### src/rtl/usb_ls_rx_deser.sv
module usb_ls_rx_deser #(
  parameter int OSR       = 8,
  parameter int BUF_BYTES = 8,
  parameter int SYNC_WIN  = OSR + OSR / 4,
  localparam int LW = $clog2(BUF_BYTES + 1),
  localparam int PW = $clog2(OSR + OSR / 2),
  localparam int TW = $clog2(SYNC_WIN)
) (
  input  logic          clk,
  input  logic          rst_n,
  input  logic          enable,
  input  logic          dp_in,
  input  logic          dm_in,
  output logic [7:0]    rx_byte,
  output logic          rx_valid,
  output logic          pkt_end,
  output logic [LW-1:0] pkt_len,
  output logic          overflow,
  output logic          sync_err
);

  typedef enum logic [2:0] {S_IDLE, S_ARM, S_WAITJ, S_HUNT, S_CONF, S_RECV} st_t;
  st_t st;

  logic dp_m, dp_s, dm_m, dm_s;
  logic [TW-1:0] tmo;
  logic [PW-1:0] ph;
  logic          prev;
  logic [2:0]    ones, nbit;
  logic [6:0]    sh;
  logic [LW-1:0] left;

  wire is_j    = dm_s & ~dp_s;
  wire is_k    = dp_s & ~dm_s;
  wire is_se0  = ~dp_s & ~dm_s;
  wire dec     = (dm_s == prev);
  wire stuffed = (ones == 3'd6);
  wire tmo_end = (tmo == TW'(SYNC_WIN - 1));
  wire conf_pt = (ph == PW'(OSR + OSR / 2 - 1));
  wire samp    = (st == S_RECV) && (ph == PW'(OSR - 1));

  always_ff @(posedge clk or negedge rst_n) begin
    if (!rst_n) begin
      {dp_m, dp_s, dm_m, dm_s} <= '0;
    end else begin
      dp_m <= dp_in;
      dp_s <= dp_m;
      dm_m <= dm_in;
      dm_s <= dm_m;
    end
  end

  always_ff @(posedge clk or negedge rst_n) begin
    if (!rst_n) begin
      st       <= S_IDLE;
      tmo      <= '0;
      ph       <= '0;
      prev     <= 1'b0;
      ones     <= '0;
      nbit     <= '0;
      sh       <= '0;
      left     <= '0;
      rx_byte  <= '0;
      rx_valid <= 1'b0;
      pkt_end  <= 1'b0;
      pkt_len  <= '0;
      overflow <= 1'b0;
      sync_err <= 1'b0;
    end else begin
      rx_valid <= 1'b0;
      pkt_end  <= 1'b0;
      overflow <= 1'b0;
      sync_err <= 1'b0;
      if (!enable) begin
        st <= S_IDLE;
      end else begin
        case (st)
          S_IDLE: begin
            ones <= '0;
            nbit <= '0;
            if (is_j) st <= S_ARM;
          end
          S_ARM: if (is_k) begin
            st  <= S_WAITJ;
            tmo <= '0;
          end
          S_WAITJ: begin
            if (is_j) begin
              st  <= S_HUNT;
              tmo <= '0;
            end else if (tmo_end) begin
              sync_err <= 1'b1;
              st       <= S_IDLE;
            end else tmo <= tmo + 1'b1;
          end
          S_HUNT: begin
            if (is_k) begin
              st <= S_CONF;
              ph <= '0;
            end else if (tmo_end) begin
              sync_err <= 1'b1;
              st       <= S_IDLE;
            end else tmo <= tmo + 1'b1;
          end
          S_CONF: begin
            if (!conf_pt) ph <= ph + 1'b1;
            else if (is_k) begin
              st   <= S_RECV;
              ph   <= '0;
              prev <= 1'b0;
              ones <= 3'd1;
              nbit <= '0;
              left <= LW'(BUF_BYTES);
            end else begin
              st  <= S_HUNT;
              tmo <= '0;
            end
          end
          S_RECV: begin
            ph <= samp ? '0 : ph + 1'b1;
            if (samp) begin
              prev <= dm_s;
              if (nbit == 3'd1 && is_se0) begin
                pkt_end <= 1'b1;
                pkt_len <= LW'(BUF_BYTES) - left;
                st      <= S_IDLE;
              end else if (stuffed) begin
                ones <= '0;
              end else begin
                ones <= dec ? ones + 1'b1 : 3'd0;
                sh   <= {dec, sh[6:1]};
                nbit <= nbit + 1'b1;
                if (nbit == 3'd7) begin
                  if (left == '0) begin
                    overflow <= 1'b1;
                    st       <= S_IDLE;
                  end else begin
                    rx_byte  <= {dec, sh};
                    rx_valid <= 1'b1;
                    left     <= left - 1'b1;
                  end
                end
              end
            end
          end
          default: st <= S_IDLE;
        endcase
      end
    end
  end

endmodule

### config.mk
export PLATFORM = sky130hd
export DESIGN_NAME = usb_ls_rx_deser
export DESIGN_NICKNAME = d
export VERILOG_FILES = /design/src/rtl/usb_ls_rx_deser.sv
export SDC_FILE = /design/constraint.sdc
export NUM_CORES = 1
export LEC_CHECK = 0
export BUFFER_PORTS_ARGS = -buffer_cell sky130_fd_sc_hd__buf_2
export CORE_MARGIN = 1
export CORE_UTILIZATION = 50
export DETAILED_ROUTE_END_ITERATION = 10
export PLACE_DENSITY = 0.75
export SYNTH_ARGS = -nofsm -noshare
export SYNTH_HDL_FRONTEND = slang
export SYNTH_SLANG_ARGS = --single-unit
### constraint.sdc
create_clock -name clk -period 2.84 [get_ports clk]
set_input_delay 0.568 -clock clk [delete_from_list [all_inputs] [get_ports clk]]
set_output_delay 0.568 -clock clk [all_outputs]
set_load 0.01 [all_outputs]
==> results of run 1 <==
[final timing paths]
| path | endpoint | slack [ns] | cells past startpoint |
|---|---|---|---|
| max | rx_byte[5] | 0.70 | 6 |
| min | pkt_len[0] | 0.17 | 1 |
| max reg2reg | rx_byte[5] | 0.70 | 6 |
| min reg2reg | dp_s | 0.35 | 0 |
| max in group asynchronous | tmo[0] | 1.93 | 2 |
| min in group clk | dp_s | 0.35 | 0 |
[kinds of logic after synthesis]
family / synth area share, %
flops: 48.9
xor+xnor: 1.05
fa+ha+maj: 4.49
mux: 10.8
compound gates: 12.5
simple gates: 18.2
buf+inv: 4.09
[flip-flops by register name, indices dropped and copies added, names as in the netlist, 3 cells and up]
register	count
rx_byte	8
ph	4
sh	7
nbit	3
ones	3
pkt_len	4
left	4
st	3
tmo	4
[through the flow]
step	power, mW	hold WS (ns)	area [um2]	setup slack, ns
2_1_floorplan	0.937	0.272	2510	0.872
3_3_place_gp	0.978	0.334	2650	0.712
3_5_place_dp	0.985	0.335	2650	0.652
4_1_cts	1.39	0.184	2740	0.697
5_1_grt	1.45	0.190	2740	0.529
6_report	1.37	0.169	2740	0.696
[synth_stat cells (all sizes together) (2+ instances only)]
library cell and count:
or3b 3, and3 3, or2b 2, o31ai 2, a21oi 11, xor2 2, a41oi 2, clkbuf 3
nand3b 5, nor2 18, o22a 2, a21bo 2, nor3 3, a31oi 2, nand2b 3, mux2i 3
or3 2, buf 4, mux2 19, nor2b 2, nand2 18, dfrtp 49, inv 15, o21ai 22
nand3 9, a21o 2, ha 9
[critical path, stage by stage (launching register included)]
cell and delay [ns]:
dfrtp_1 0.41, inv_1 0.08, ha_1 0.24, or3b_1 0.38, and4b_4 0.22, and3_1 0.35
mux2_4 0.36
[power groups by stage]
stage          sequential (mW)  combinational [mW]  clock (mW)
4_1_cts                  0.789               0.183       0.422
6_report                 0.790               0.181       0.404
2_1_floorplan            0.775               0.161           0
3_5_place_dp             0.803               0.182           0
3_3_place_gp             0.799               0.178           0
5_1_grt                  0.797               0.211       0.446
[routing by layer]
metal  global-route usage (%)  wire length (um)  share of wire, %
met1                     22.7              1930                44
met2                     32.9              2260                51
met3                     2.90               172               3.9
met4                     5.88                41              0.93
met5                        0                 0                 0
[cell type report]
class | instances | area [um2] | area share (%)
Sequential cell | 49 | 1230 | 44.7
Multi-Input combinational cell | 162 | 1180 | 42.9
Timing Repair Buffer | 21 | 108 | 3.93
Tap cell | 67 | 83.8 | 3.06
Clock buffer | 5 | 68.8 | 2.51
Inverter | 15 | 56.3 | 2.05
Clock inverter | 3 | 21.3 | 0.776
==> summary.txt, run 1 <==
Outcome
  – Status: finished clean

Finish
  – Most common cell after layout, fill and taps aside: dfrtp_1
  – Final core occ: 57.3%
  – Share of layout cells above drive strength 1: roughly a quarter
  – Filler cell count: between 400 and 500
  – Final cell count without fillers: about 320
  – Ant diodes: 0
  – Final net count: 268
  – Layout Area Growth over Synthesis: 9.39%
  – Commonest non-fill, non-tap cells in the layout: dfrtp_1 (49), buf_2 (20), o21ai_0 (19), nor2_1 (18), nand2_1 (18)

Floorplanning
  – Io pins: 21
  – Core box area: 0.00479 mm2
  – Row count: 25
  – Die X: a little over 70 um
  – Die height: 72.8 um
  – Die area: between 0.005 and 0.006 mm2
  – Initial core utilization: a little over half

Place
  – Input/output buffers: 20
  – Routability cong.: ~0.87
  – Dpl cells: ~310
  – Post-DP HPWL: between 3000 and 4000 um

Yosys
  – Post-synth ARST share: between 90% and 100%
  – Mapped Avg Cell Area: between 10 and 15 um2
  – Netlist Area Pre-Place: between 0.002 and 0.003 mm2
  – Post-synth cell types: 52
  – Synth area leaders: dfrtp_1 (49%), mux2_2 (5.4%), ha_1 (4.5%), mux2_4 (4.2%), o21ai_0 (3.8%)
  – Yosys top cell area share: between 40% and 50%
  – Cell taking the most area after synthesis: dfrtp_1
  – Ys Warns: 0
  – Post-synth EDFFs: 0
  – Register area share after synthesis: roughly half
  – Yosys reg bits: roughly 50
  – Cells after Synth: about 230
  – Prevailing post-synth register cell: dfrtp_1
  – Synthesized Nets: ~250

Setup path
  – Worst-path fanout max: 8
  – Critical path arrival: around 2.3 ns
  – WP data required: between 3 and 4 ns
  – Reg2reg start: left[0]
  – Crit end category: flip-flop
  – Startpoint types: flip-flop
  – Crit path kind: reg -> reg
  – CP Launch Point: left[0]

Clocking
  – CTS Buf Count: 5
  – Clock Pin Slew Worst Setup and Hold Paths: approximately 0.090 ns
  – Setup Buffers After CTS: 0
  – H-tree levels: 2
  – CTS resizes: 0
  – Post-CTS Hold Buffers: 0
  – Max Root-Sink Buffers: 2
  – CTS tree: yes
  – Sink Count: between 40 and 50
  – Worst-Skew Late Latency: ~0.30 ns
  – Root Driver: clkbuf_8

STA
  – TNS Setup: 0 ns
  – Min Tclk post-route: roughly 2.1 ns
  – Setup-failing EPs final: 0
  – Max Slew Vio Count: 0
  – Worst Tran Pin Value: between 0.5 and 0.6 ns
  – Clk_skew: roughly 0.0080 ns
  – Final period util: 75.5%
  – Maximum clock rate: approximately 470 MHz
  – RSZ-0062 raised after global routing: false
  – Max-slew headroom: 64.1%
  – Final hold vios: 0

Power
  – Internal: 988 uW
  – Comb power frac: between 10% and 20%
  – Lkg Pwr: approximately 1.3 nW
  – Sequential share of power: 57.5%
  – Psw: about 390 uW
  – Peak supply drop: roughly 0.00025 V
  – PD cells: 501 mW/mm2
  – Switch share: between 20% and 30%
  – Clock Power Share: ~29%

Route
  – Vias: 1749
  – DRC: 0
  – ANT nets after route: 0
  – DR vias/cell: 5.43
  – Routed len/inst: approximately 14 um
  – Initial DRC Count: slightly above 70
  – Detailed Routing Iterations Pass 1: 4
  – Total wire length: 4400 um

Global route
  – Largest net degree at the start of global routing: 34
  – Vias in the first global route: 1663
  – Initial antenna violation count: 0
  – Gr ovfl total: 0
  – First-pass GRT wire length: approximately 7500 um
  – Total GRT Usage: 18.4%

Run
  – Max_cap viols: 0

Worst hold path
  – Worst hold path type: in -> async
Power figures use the tool's default switching activity.
==> run 2, diff against run 1 <==
==> constraint.sdc (replaced) <==
create_clock -name clk -period 2.1 [get_ports clk]
set_input_delay 0.42 -clock clk [delete_from_list [all_inputs] [get_ports clk]]
set_output_delay 0.42 -clock clk [all_outputs]
set_load 0.01 [all_outputs]
==> summary.txt, run 2 (same netlist as run 1, synthesis figures left out) <==
Outcome
  – Status: finished clean

Run
  – Max_cap viols: 0 (unchanged)

Route
  – Detailed Routing Iterations Pass 1: 4 (unchanged)
  – Total wire length: 4530 um (+2.8%)
  – DR vias/cell: 5.41 (-0.37%)
  – ANT nets after route: 0 (unchanged)
  – DRC: 0 (unchanged)
  – Routed len/inst: 13.6 um (-0.62%)
  – Vias: 1802 (+3.0%)
  – Initial DRC Count: 65 (-9.7%)

Setup path
  – WP data required: 2.30 ns (-0.73 ns)
  – CP top delay family: simple AND/OR/NAND/NOR gates
  – R2r setup slk: 0.15 ns (-0.55 ns)
  – Worst-path fanout max: 8 (unchanged)
  – Crit path kind: reg -> reg
  – Peak per-stage delay on the critical path: 0.41 ns (about the same)
  – CP Buf/Inv Count: 1 (unchanged)
  – Worst path cell trace: inv_1 > ha_1 > or3b_1 > and4b_4 > and3_2 > mux2_4
  – Startpoint types: flip-flop
  – Crit end category: flip-flop
  – Reg2reg start: left[0]
  – Critical path arrival: 2.15 ns (-0.19 ns)
  – Worst path slowest cell: dfrtp_1
  – Worst R2R Path Depth: 6 (unchanged)
  – Reg-to-Reg End: rx_byte[2]

Clocking
  – CTS resizes: 0 (unchanged)
  – Sink Count: 49 (unchanged)
  – CTS Buf Count: 5 (unchanged)
  – Max Root-Sink Buffers: 2 (unchanged)
  – Clock Pin Slew Worst Setup and Hold Paths: 0.09 ns (about the same)
  – CTS tree: yes
  – Setup Buffers After CTS: 0 (unchanged)
  – Root Driver: clkbuf_8
  – Worst-Skew Late Latency: 0.30 ns (about the same)
  – H-tree levels: 2 (unchanged)
  – Post-CTS Hold Buffers: 0 (unchanged)

STA
  – Final period util: 92.9% (+17 points)
  – Min Tclk post-route: 1.95 ns (-0.192 ns)
  – Worst Tran Pin Value: 0.564 ns (+0.0260 ns)
  – Max Slew Vio Count: 0 (unchanged)
  – Clk_skew: 0.00690 ns (-0.00105 ns)
  – Hold WS: 0.0998 ns (-0.0693 ns)
  – Fin worst setup slack: 0.148 ns (-0.548 ns)
  – TNS Setup: 0 ns (unchanged)
  – Max-slew headroom: 62.4% (-1.7 points)
  – Setup-failing EPs final: 0 (unchanged)
  – RSZ-0062 raised after global routing: false
  – Final hold vios: 0 (unchanged)
  – Maximum clock rate: 512 MHz (+9.9%)

Global route
  – Total GRT Usage: 18.9% (+0.54 points)
  – Initial antenna violation count: 0 (unchanged)
  – Largest net degree at the start of global routing: 27 (-21%)
  – First-pass GRT wire length: 7730 um (+2.5%)
  – Vias in the first global route: 1734 (+4.3%)
  – Gr ovfl total: 0 (unchanged)

Floorplanning
  – Die X: 72.8 um (unchanged)
  – Core box area: 0.00479 mm2 (unchanged)
  – Io pins: 21 (unchanged)
  – Initial core utilization: 52.4% (unchanged)
  – Row count: 25 (unchanged)
  – Die area: 0.00530 mm2 (unchanged)
  – Die height: 72.8 um (unchanged)

Finish
  – Share of layout cells above drive strength 1: 27.1% (+3.5 points)
  – Most common cell after layout, fill and taps aside: dfrtp_1
  – Most flop-heavy register: rx_byte
  – Commonest non-fill, non-tap cells in the layout: dfrtp_1 (49), buf_2 (20), o21ai_0 (19), nor2_1 (18), nand2_1 (18)
  – Max reg flops: 8 (unchanged)
  – Final Instance Area: 0.00287 mm2 (+4.8%)
  – Regs by FF count: rx_byte: 8 flops, sh: 7 flops
  – Layout Area Growth over Synthesis: 14.6%
  – Final net count: 279 (+4.1%)
  – Ant diodes: 0 (unchanged)

Power
  – Lkg Pwr: 1.39 nW (+5.8%)
  – Tot Pwr: 2.13 mW (+55%)
  – PD cells: 743 mW/mm2 (+48%)
  – Peak supply drop: 0.000512 V (+100%)

Place
  – Placed Area: 0.00273 mm2 (+3.1%)
  – Input/output buffers: 20 (unchanged)
  – Post-DP HPWL: 3400 um (+3.5%)
  – Pre-CTS setup slack: 0.0782 ns (-0.574 ns)
  – Routability cong.: 0.859 (-1.7%)

Worst hold path
  – Worst hold path type: in -> async
## run 2: report_power, final
group          total, mW  switching, mW  internal, mW
logic              0.285          0.158         0.128
registers           1.06         0.0666         0.990
clock network      0.793          0.313         0.479
## run 2: final cells by class
type	instances	area, um2
tap	67	83.8
timing repair buffer	32	190
fill	416	1910
inverter	15	56.3
sequential	49	1230
clock inverter	3	68.8
clock buffer	5	68.8
multi-input combinational	162	1180
## run 2: per-stage QoR
| stage | utilization, % | instances |
|---|---|---|
| after CTS | 60.0 | 333 |
| after global routing | 60.0 | 333 |
| final | 60.0 | 333 |
| after floorplan | - | 233 |
| after global placement | 57.1 | 325 |
| after detailed placement | 57.1 | 325 |
## run 2: worst max-delay path by stage
stage                        from          to  slack [ns]  depth (start not counted)
after floorplan           left[0]  rx_byte[0]        0.13                          7
final                     left[0]  rx_byte[2]        0.15                          6
after CTS                 nbit[0]  rx_byte[2]        0.07                          5
after detailed placement  nbit[0]  rx_byte[2]        0.08                          5
after global placement    nbit[0]  rx_byte[5]        0.12                          5
after global routing        ph[0]       sh[2]       0.003                          6
## run 2: routing by layer
metal	global-route usage [%]	vias up	share of wire (%)
met4	5.23	0	0.75
met1	24.1	874	45
li1	-	880	-
met2	32.1	43	50
met3	4.70	5	4.4
met5	0	-	0
